File: src/rtl/rsv_pkg.sv
package rsv_pkg;
  function automatic int rsv_max(input int a, input int b);
    return (a > b) ? a : b;
  endfunction

  function automatic int rsv_bits(input int n);
    return (n < 2) ? 1 : $clog2(n);
  endfunction
endpackage

File: src/rtl/rsv_sync.sv
module rsv_sync #(
  parameter int WIDTH = 2,
  parameter logic [WIDTH-1:0] RST_VAL = '0
) (
  input  logic             clk,
  input  logic             rst,
  input  logic [WIDTH-1:0] din,
  output logic [WIDTH-1:0] dout
);
  logic [WIDTH-1:0] stage1;

  always_ff @(posedge clk) begin
    if (rst) begin
      stage1 <= RST_VAL;
      dout   <= RST_VAL;
    end else begin
      stage1 <= din;
      dout   <= stage1;
    end
  end
endmodule

File: src/rtl/rsv_dip_filter.sv
module rsv_dip_filter
  import rsv_pkg::*;
#(
  parameter int SHALLOW_CYC = 200,
  parameter int DEEP_CYC    = 50
) (
  input  logic clk,
  input  logic rst,
  input  logic low_s,
  input  logic deep_s,
  output logic trip
);
  localparam int MAXL = rsv_max(SHALLOW_CYC, DEEP_CYC);
  localparam int FW   = rsv_bits(MAXL + 1);
  localparam logic [FW-1:0] LIM_SH  = FW'(SHALLOW_CYC);
  localparam logic [FW-1:0] LIM_DP  = FW'(DEEP_CYC);
  localparam logic [FW-1:0] CNT_TOP = FW'(MAXL);

  logic [FW-1:0] run_len;
  logic [FW-1:0] limit;

  assign limit = deep_s ? LIM_DP : LIM_SH;
  assign trip  = low_s && (run_len >= limit);

  always_ff @(posedge clk) begin
    if (rst)                    run_len <= '0;
    else if (!low_s)            run_len <= '0;
    else if (run_len != CNT_TOP) run_len <= run_len + 1'b1;
  end

  // a good-supply reading ends the current run
  a_r3_run_clears: assert property (@(posedge clk) disable iff (rst)
    !low_s |=> (run_len == '0));
  // a run never passes its saturation value
  a_r4_run_bounded: assert property (@(posedge clk) disable iff (rst)
    run_len <= CNT_TOP);
endmodule

File: src/rtl/rsv_holdoff.sv
module rsv_holdoff
  import rsv_pkg::*;
#(
  parameter int HOLD_CYC = 12_000_000
) (
  input  logic clk,
  input  logic rst,
  input  logic low_s,
  input  logic trip,
  output logic active
);
  localparam int TW = rsv_bits(HOLD_CYC);
  localparam logic [TW-1:0] T_LAST = TW'(HOLD_CYC - 1);

  logic [TW-1:0] tmr;

  always_ff @(posedge clk) begin
    if (rst) begin
      active <= 1'b1;
      tmr    <= '0;
    end else if (trip) begin
      active <= 1'b1;
      tmr    <= '0;
    end else if (active) begin
      if (low_s) begin
        tmr <= '0;
      end else if (tmr == T_LAST) begin
        active <= 1'b0;
        tmr    <= '0;
      end else begin
        tmr <= tmr + 1'b1;
      end
    end
  end

  // a filter trip always leaves reset asserted
  a_r4_trip_asserts: assert property (@(posedge clk) disable iff (rst)
    trip |=> active);
  // asserted reset holds while the supply reads low
  a_r6_hold_while_low: assert property (@(posedge clk) disable iff (rst)
    (active && low_s) |=> active);
  // release only follows a good-supply cycle
  a_r7_release_on_good: assert property (@(posedge clk) disable iff (rst)
    $fell(active) |-> !$past(low_s));
  // the hold-off timer stays inside its window
  a_r8_timer_bounded: assert property (@(posedge clk) disable iff (rst)
    tmr <= T_LAST);
endmodule

File: src/rtl/rsv_reset_seq.sv
module rsv_reset_seq #(
  parameter int SHALLOW_CYC = 200,
  parameter int DEEP_CYC    = 50,
  parameter int HOLD_CYC    = 12_000_000,
  parameter bit ACTIVE_HIGH = 1'b0
) (
  input  logic clk,
  input  logic por,
  input  logic supply_low,
  input  logic deep_dip,
  output logic sup_rst
);
  logic [1:0] flags_s;
  logic       low_s;
  logic       deep_s;
  logic       trip;
  logic       active;

  // reset value: supply treated as low, shallow filter
  rsv_sync #(.WIDTH(2), .RST_VAL(2'b01)) u_sync (
    .clk  (clk),
    .rst  (por),
    .din  ({deep_dip, supply_low}),
    .dout (flags_s)
  );
  assign low_s  = flags_s[0];
  assign deep_s = flags_s[1];

  rsv_dip_filter #(.SHALLOW_CYC(SHALLOW_CYC), .DEEP_CYC(DEEP_CYC)) u_filt (
    .clk    (clk),
    .rst    (por),
    .low_s  (low_s),
    .deep_s (deep_s),
    .trip   (trip)
  );

  rsv_holdoff #(.HOLD_CYC(HOLD_CYC)) u_hold (
    .clk    (clk),
    .rst    (por),
    .low_s  (low_s),
    .trip   (trip),
    .active (active)
  );

  generate
    if (ACTIVE_HIGH) begin : g_pol_hi
      assign sup_rst = active;
    end else begin : g_pol_lo
      assign sup_rst = ~active;
    end
  endgenerate

  // power-on reset leaves the output asserted
  a_r1_por_asserts: assert property (@(posedge clk)
    por |=> (sup_rst == ACTIVE_HIGH));
endmodule

File: config.mk
export PLATFORM = sky130hd
export DESIGN_NAME = rsv_reset_seq
export DESIGN_NICKNAME = d
export VERILOG_FILES = /design/src/rtl/rsv_pkg.sv /design/src/rtl/rsv_sync.sv /design/src/rtl/rsv_dip_filter.sv /design/src/rtl/rsv_holdoff.sv /design/src/rtl/rsv_reset_seq.sv
export SDC_FILE = /design/constraint.sdc
export NUM_CORES = 1
export LEC_CHECK = 0
export ABC_AREA = 1
export CAP_MARGIN = 20
export CORE_MARGIN = 5
export CORE_UTILIZATION = 40
export DETAILED_ROUTE_END_ITERATION = 7
export DONT_BUFFER_PORTS = 1
export PLACE_DENSITY = 0.63
export SLEW_MARGIN = 15
export SYNTH_ARGS = -nofsm -noshare
export SYNTH_HDL_FRONTEND = slang
export SYNTH_SLANG_ARGS = --single-unit
File: constraint.sdc
create_clock -name clk -period 1.8 [get_ports clk]
set_clock_uncertainty 0.2 [all_clocks]
set_input_delay 0.18 -clock clk [delete_from_list [all_inputs] [get_ports clk]]
set_output_delay 0.18 -clock clk [all_outputs]
set_load 0.02 [all_outputs]
# After elaboration in Yosys (flattened, before gate mapping)
# Cells that the tools add are included.
[classes]
div = 0
mul = 0
n_reduce_logical = 3
shift = 0
n_lt_le_gt_ge = 1
eq_ne = 2
bitwise = 2
n_mux = 6
addsub = 2
[ops]
columns = ["op", "n"]
rows = [
  ["2-to-1 mux 24 bit", 2],
  ["adder 24 x 1 -> 24 bit (second input constant)", 1],
  ["== test 24 bit (second input constant)", 1],
  ["adder 8 x 1 -> 8 bit (second input constant)", 1],
  ["greater-or-equal comparator 8 bit", 1],
  ["2-to-1 mux 8 bit", 1],
  ["inequality test 8 bit (second input constant)", 1],
  ["OR reduction 2 bit", 2],
  ["2-to-1 mux 1 bit", 3],
  ["NOT 1 bit", 2],
  ["logical AND 1 bit", 1],
]
[totals]
latchBits = 0
regBits = 37
ramBits = 0
output_inout_bits = 1
in_bits = 4
romBits = 0
mem_count = 0

# Logic depth before layout (Yosys ltp)
# Gate-level depths: netlist (run 1).
[logic_depth]
depth_word = 4
depth_mapped = 11
depth_no_buf = 10

# By module
# A second synthesis (run 1) with hierarchy kept.
[hier_totals]
hier_cells = 341
hier_area_um2 = 2248.4
[modules_own_cells]
columns = ["mod", "area_per_inst_um2", "cells_each", "n_inst"]
rows = [
  ["rsv_holdoff", 1536.5, 235, 1],
  ["rsv_dip_filter", 594.3, 92, 1],
  ["rsv_sync", 113.9, 13, 1],
  ["rsv_reset_seq", 3.8, 1, 1],
]

# Worst setup path after synthesis (run 1)
# No wires, ideal clock.
[synth_timing]
path_type = "register -> register"
start = "register u_sync.dout[1]"
end = "register u_hold.tmr[10]"
t_required_ns = 1.483
slack_ns = 0.082
setup_time_ns = 0.117
path_buffers = 1
t_arrival_ns = 1.401
stages_incl_launch_ff = 11
path_cell_list = "dfxtp_1 -> inv_1 -> ha_1 -> nand2_1 -> nor2_1 -> nand2_1 -> nand3_1 -> nand2_1 -> nand2_2 -> buf_2 -> nor2_1"
[synth_via]
elab_chain_len = 4
[synth_rtl]
columns = ["element", "line_no", "text"]
rows = [
  ["start, declared", "rsv_sync.sv:8", "output logic [WIDTH-1:0] dout"],
  ["start signal, assigned", "rsv_sync.sv:18", "dout <= stage1;"],
  ["2-to-1 mux 8 bit", "rsv_dip_filter.sv:22", "assign limit = deep_s ? LIM_DP : LIM_SH;"],
  ["greater-or-equal comparator 8 bit", "rsv_dip_filter.sv:23", "assign trip = low_s && (run_len >= limit);"],
  ["logical AND 1 bit", "rsv_dip_filter.sv:23", ""],
  ["OR reduction 2 bit (no source line)", "--", ""],
  ["end signal, assigned", "rsv_holdoff.sv:31", "tmr <= tmr + 1'b1;"],
  ["end, declared", "rsv_holdoff.sv:15", "logic [TW-1:0] tmr;"],
]
# Every way passes these cells.
# A chain may end at the register's enable or synchronous reset.

# Worst setup path after layout (run 1)
[layout_timing]
start = "register u_sync.dout[1]"
end = "register u_hold.tmr[6]"
# Same word-level chain as after synthesis.

==> reports/results.ini, run 1 <==
[power_and_ir_drop]
power.internal_uw=1420
clock_power_share=0.480
power.switching_uw=373
pwr-share-comb=0.054
power.density_nw_per_um2=667
p_sw_frac=0.207
p_leak_uw=0.00110
seqPwrFrac=0.466
ir_drop_mv=0.371

[synth]
async_reset_ff_frac=0
synthesis.nets=338
ys_types=30
synth_area_leaders=dfxtp_1, nand2_1, nand3_1
synth_edf_count=0
netlist.area_leader.share=0.342
syn_avg_cell_area_um2=6.66
yosysTopAreaCell=dfxtp_1
synth_area_um2=2170
syn_inst=325
ys_seq_area_frac=0.342
synth_seq_cells=37
yosysWarnings=0
synth_flop_cell=dfxtp_1

[critical_path]
cp.arrival_ps=1760
ff2ff_setup_slack_ps=30
cp-start-kind=flip-flop
crit_type=reg2reg
crit_fanout=6
r2r-start=u_sync.dout[1]$_SDFF_PP0_
crit_start=u_sync.dout[1]$_SDFF_PP0_
r2r-end=u_hold.tmr[6]$_SDFFE_PP0P_
required_ps=1790
worst_setup_path_end_kind=flip-flop
reg2reg_depth=10
crit_end=u_hold.tmr[6]$_SDFFE_PP0P_

[place]
portBuffers=0
routabilityCongestion=0.786
place_hpwl_um=3420
pre_cts_slack_ps=10.2

[timing]
setup_violations=0
max_slew_margin=0.655
hold_violations=0
fin_crit_ps=1770
rsz0062_at_grt=true
final-max-slew-violation-count=0
layout_setup_ws_ps=29.3
fin_crit_sh=0.984
worstMarginPinSlew_ps=513
max_freq_ghz=0.565

[clocking]
cts.path.max_buffers=2
cts_sinks=37
cts_inserted_buffers=5
clk_pin_slew_worst_paths_ps=80
cts_htree_levels=2
cts_tree=built
worstSkewPairLatency_ps=290
postCtsSetupBuffers=0
cts-root-buf=clkbuf_8

[routing]
dr.pass1.iters=6
drc=0
route.detailed.wl_per_inst_um=11.8
num_vias=2075
vias_per_cell=4.91
drt_iter0_drc=168
wirelength_um=5010
ant_nets=0

[grt]
grt_pass1_wl_um=7920
antenna_found_initial=0
grt_max_degree=25
grt_usage=0.136
grt_pass1_vias=1720
overflow=0

[cells_and_area]
nets=365
final_util=0.521
drive_above_1_share=0.207
diodes=0
syn2layout_area_growth_pct=24.5

[die]
die_area_um2=6990
die_width_um=83.6
die_h_um=83.6
num_io_pins=5
rows=26
core_um2=5170
initial_utilization=0.419

[run]
max-cap-violations=0

[outcome]
status=completed

[min_path]
hold_class=reg2reg

state kept, by name, indices dropped and copies added, names as in the netlist:
signal	cells
u_filt.run_len	8
u_hold.active	1
u_hold.tmr	24
u_sync.dout	2
u_sync.stage1	2
worst max-delay path: stages (launching register included):
cell	delay, ps
dfxtp_4	420
inv_4	50
ha_1	270
nand2_1	60
nor2_2	90
nand2_1	60
nand3_1	90
nand2_2	80
nand2_4	130
clkbuf_16	170
nor2_1	50
repair_timing:
| action | 4_1_cts | 5_1_grt |
|---|---|---|
| resized for setup | 1 | 24 |
| setup endpoints to repair | 20 | 25 |
| pin swaps | 0 | 2 |
| endpoints found under the hold margin | 6 | 0 |
| hold buffers | 3 | 0 |
| cloned | 0 | 3 |
power by group through the flow:
stage	Clock, µW	Combinational (µW)	Sequential, µW
detailed placement	0	66.9	856
global placement	0	65.7	856
finish	863	96.4	838
CTS	881	73.4	837
global route	926	107	840
floorplan	0	49.1	854
cells in the mapped netlist (2+ instances only):
| library cell | n |
|---|---|
| nand3_1 | 41 |
| nor3_1 | 6 |
| or2_2 | 5 |
| buf_2 | 2 |
| dfxtp_1 | 37 |
| nand2_2 | 5 |
| nand2_1 | 74 |
| nor2_2 | 3 |
| ha_1 | 9 |
| nand3_2 | 2 |
| inv_1 | 39 |
| xor2_1 | 2 |
| o21ai_1 | 2 |
| nor2_1 | 53 |
| buf_6 | 2 |
| a21oi_1 | 11 |
| nand3b_1 | 2 |
| o21ai_0 | 5 |
| nand4_1 | 11 |
| a21o_1 | 2 |
| nor2_4 | 3 |
cell usage in the layout (no fill, tap or decap), types with 2 or more instances in the layout:
cell,count
nor2_1,47
a21o_1,2
dfxtp_1,32
o21ai_0,4
clkbuf_8,5
nand3b_1,2
buf_12,2
buf_4,17
nor3_1,6
nand3_1,41
a21oi_2,2
nand4_1,11
dfxtp_2,4
nor2_4,3
nor2_2,9
or2_2,5
clkbuf_16,2
ha_1,4
nand2_2,6
o21ai_1,3
nand2_1,72
xor2_1,2
bufinv_16,2
dlygate4sd3_1,3
inv_1,38
nand3_2,2
ha_4,4
a21oi_1,9
cell families (layout without fill, tap and decap cells):
logic type | after synthesis | count (layout) | share of synthesized area
simple gates | 208 | 208 | 0.442
buf+inv | 45 | 73 | 0.0907
flops | 37 | 37 | 0.342
compound gates | 23 | 23 | 0.0612
fa+ha+maj | 9 | 9 | 0.0520
xor+xnor | 3 | 3 | 0.0121
final cells by class:
cell class / count / area (µm²)
fill: 507 / 2480
multi-input combinational: 243 / 1310
sequential: 37 / 749
timing repair buffer: 25 / 259
inverter: 40 / 153
tap: 70 / 87.6
clock buffer: 5 / 68.8
clock inverter: 3 / 65.1
worst min path at each step:
stage                                      from                     endpoint  slack [ps]  cells after the start
floorplan                                   por  u_sync.stage1[1]$_SDFF_PP0_          50                      1
global placement                            por    u_sync.dout[1]$_SDFF_PP0_          50                      1
detailed placement                          por    u_sync.dout[1]$_SDFF_PP0_          50                      1
CTS                 u_sync.stage1[1]$_SDFF_PP0_    u_sync.dout[1]$_SDFF_PP0_         200                      2
global route        u_sync.stage1[1]$_SDFF_PP0_    u_sync.dout[1]$_SDFF_PP0_         220                      2
finish              u_sync.stage1[1]$_SDFF_PP0_    u_sync.dout[1]$_SDFF_PP0_         200                      2
stage by stage:
step	instances	hold WS, ps	instance area (µm²)	setup TNS (ps)	power (µW)
floorplan	325	51.2	2170	0	903
global placement	409	54.5	2370	0	921
detailed placement	409	53.9	2370	0	923
CTS	420	203	2540	0	1790
global route	423	223	2700	-552	1870
finish	423	198	2700	0	1800
routing by layer:
layer	part of all wire	global-route usage	vias to the layer above
met5	0	0	-
met4	0.016	0.0395	0
met3	0.051	0.0306	11
met2	0.45	0.205	47
met1	0.48	0.192	912
li1	-	-	1105
No activity file was read; power rests on OpenSTA's default activity.
==> inputs of run 2 (changes only) <==
==> constraint.sdc (replaced) <==
create_clock -name clk -period 1.8 [get_ports clk]
set_clock_uncertainty 0.2 [all_clocks]
set_input_delay 0.18 -clock clk [delete_from_list [all_inputs] [get_ports clk]]
set_output_delay 0.18 -clock clk [all_outputs]
set_load 0.005 [all_outputs]
==> reports/results.ini, run 2 (synthesized netlist as in run 1, its figures left out) <==
[outcome]
status=completed

[clocking]
cts_htree_levels=2  ; unchanged
cts_tree=built
clk_pin_slew_worst_paths_ps=80  ; about the same
cts.path.max_buffers=2  ; unchanged
cts-root-buf=clkbuf_8
cts_inserted_buffers=5  ; unchanged
cts_sinks=37  ; unchanged
worstSkewPairLatency_ps=290  ; about the same

[power_and_ir_drop]
power.switching_uw=372  ; -0.28%
power.internal_uw=1140  ; -20%
p_sw_frac=0.245  ; +0.0381
clock_power_share=0.380  ; -0.100
pwr-share-comb=0.066  ; +0.012
power.density_nw_per_um2=557  ; -16%
ir_drop_mv=0.519  ; +40%
seqPwrFrac=0.554  ; +0.088
p_leak_uw=0.00109  ; -1.1%

[critical_path]
worstPathCellList=inv_4 > ha_4 > nand2_2 > a21oi_2 > nor2_2 > nand3_2 > nand2_2 > nand2_4 > clkbuf_16 > a21oi_1
cp.arrival_ps=1820  ; +60 ps
crit_start=u_sync.dout[1]$_SDFF_PP0_
cp-start-kind=flip-flop
crit_fanout=6  ; unchanged
reg2reg_depth=10  ; unchanged
worst_setup_path_end_kind=flip-flop
crit_path_top_delay_cell=dfxtp_4
max_stage_delay_ps=430  ; about the same
crit_top_cell=nand2_2
r2r-start=u_sync.dout[1]$_SDFF_PP0_
required_ps=1820  ; +30 ps
crit_type=reg2reg

[cells_and_area]
fin_cells=424  ; +0.24%
layout_commonest_cell=nand2_1
multi_input_area_um2=1370  ; +4.6%
fin_area_um2=2720  ; +0.79%
fillCellCount=503  ; -0.79%
regMostFlops=u_hold.tmr
diodes=0  ; unchanged
syn2layout_area_growth_pct=25.5
largest_reg_flops=24  ; unchanged
reg_top3=u_hold.tmr (24), u_filt.run_len (8)
most-common-layout-cells=nand2_1, nor2_1, inv_1, nand3_1, dfxtp_1
final_util=0.525  ; +0.00411
seq_area_um2=751  ; +0.17%
drive_above_1_share=0.240  ; +0.0333
nets=366  ; +0.27%

[run]
max-cap-violations=0  ; unchanged

[routing]
num_vias=2082  ; +0.34%
drt_iter0_drc=100  ; -40%
wirelength_um=5100  ; +1.7%
ant_nets=0  ; unchanged
route.detailed.wl_per_inst_um=12.0  ; +1.4%
drc=0  ; unchanged
vias_per_cell=4.91  ; +0.10%
dr.pass1.iters=5  ; -1

[die]
rows=26  ; unchanged
die_width_um=83.6  ; unchanged
die_area_um2=6990  ; unchanged
core_um2=5170  ; unchanged
initial_utilization=0.419  ; unchanged
num_io_pins=5  ; unchanged
die_h_um=83.6  ; unchanged

[timing]
max_slew_margin=0.661  ; +0.00557
fin_crit_ps=1800  ; +25.0 ps
final-max-slew-violation-count=0  ; unchanged
max_freq_ghz=0.557  ; -1.4%
rsz0062_at_grt=true
fin_crit_sh=0.998  ; +0.0139
hold_violations=0  ; unchanged
worstMarginPinSlew_ps=505  ; -8.29 ps
setup_violations=0  ; unchanged

[grt]
grt_pass1_vias=1860  ; +8.1%
grt_pass1_wl_um=8200  ; +3.5%
grt_max_degree=25  ; unchanged
grt_usage=0.139  ; +0.00374
overflow=0  ; unchanged
antenna_found_initial=0  ; unchanged

[place]
portBuffers=0  ; unchanged
routabilityCongestion=0.784  ; -0.20%
dp_cells=408  ; -0.24%
placed_cell_area_um2=2370  ; -0.32%
place_hpwl_um=3400  ; -0.38%

[min_path]
whs_path_depth=2  ; unchanged
hold_class=reg2reg
hp-start=u_sync.stage1[1]$_SDFF_PP0_

-- run 2: cell count changes in the layout (fill, tap and decap cells not counted), moves of 2 or more --
cell       previous run  this run
nand3_2               2         5
nand2_1              72        70
nand3_1              41        38
nor2_1               47        44
nand2_2               6         8
nor2_2                9        11
bufinv_16             2         0
-- run 2: worst max-delay path, delay by kind of cell, from the launching register on --
kind                     cells  cell delay [ps]
AND/OR/NAND/NOR              5              460
flip-flops                   1              430
AO/OA/AOI/OAI                2              150
buffers and inverters        2              240
adder cells (fa/ha/maj)      1              240
-- run 2: timing repair --
item,in CTS,in global routing
endpoints found under the hold margin,6,0
hold buffers,3,0
pin swaps,0,20
endpoints found under the setup margin,24,26
gates resized for setup,1,37
buffers inserted,0,2
gates cloned,0,3
-- run 2: layout make-up --
| type | instances | area share |
|---|---|---|
| Clock inverter | 3 | 0.00645 |
| Inverter | 40 | 0.0562 |
| Timing Repair Buffer | 26 | 0.0981 |
| Sequential cell | 37 | 0.276 |
| Tap cell | 70 | 0.0322 |
| Multi-Input combinational cell | 243 | 0.506 |
| Clock buffer | 5 | 0.0253 |
-- run 2: routing by layer --
layer	part of all wire	global-route usage
met5	0	0
met4	0.011	0.0351
met3	0.037	0.0306
met2	0.45	0.218
met1	0.50	0.194
-- run 2: metrics by stage --
stage          TNS, ps  hold slack, ps  setup slack (ps)  total power [µW]
3_5_place_dp         0            54.5              1.59               923
4_1_cts              0             202              29.0              1510
6_report             0             200              4.36              1510
5_1_grt           -886             241             -56.1              1590
3_3_place_gp         0            54.3              58.5               921
2_1_floorplan        0            51.2              81.7               903
-- run 2: worst paths after layout --
check,end,slack (ps)
setup / recovery,u_hold.tmr[0]$_SDFFE_PP0P_,4
setup reg to reg,u_hold.tmr[0]$_SDFFE_PP0P_,4
hold / removal,u_sync.dout[1]$_SDFF_PP0_,200
hold reg to reg,u_sync.dout[1]$_SDFF_PP0_,200
-- run 2: power by group through the flow --
stage          logic (µW)  registers (µW)  clock network, µW
6_report              100             839                575
3_5_place_dp         67.1             856                  0
4_1_cts              73.9             837                601
5_1_grt               112             841                641
3_3_place_gp         65.7             856                  0
2_1_floorplan        49.1             854                  0
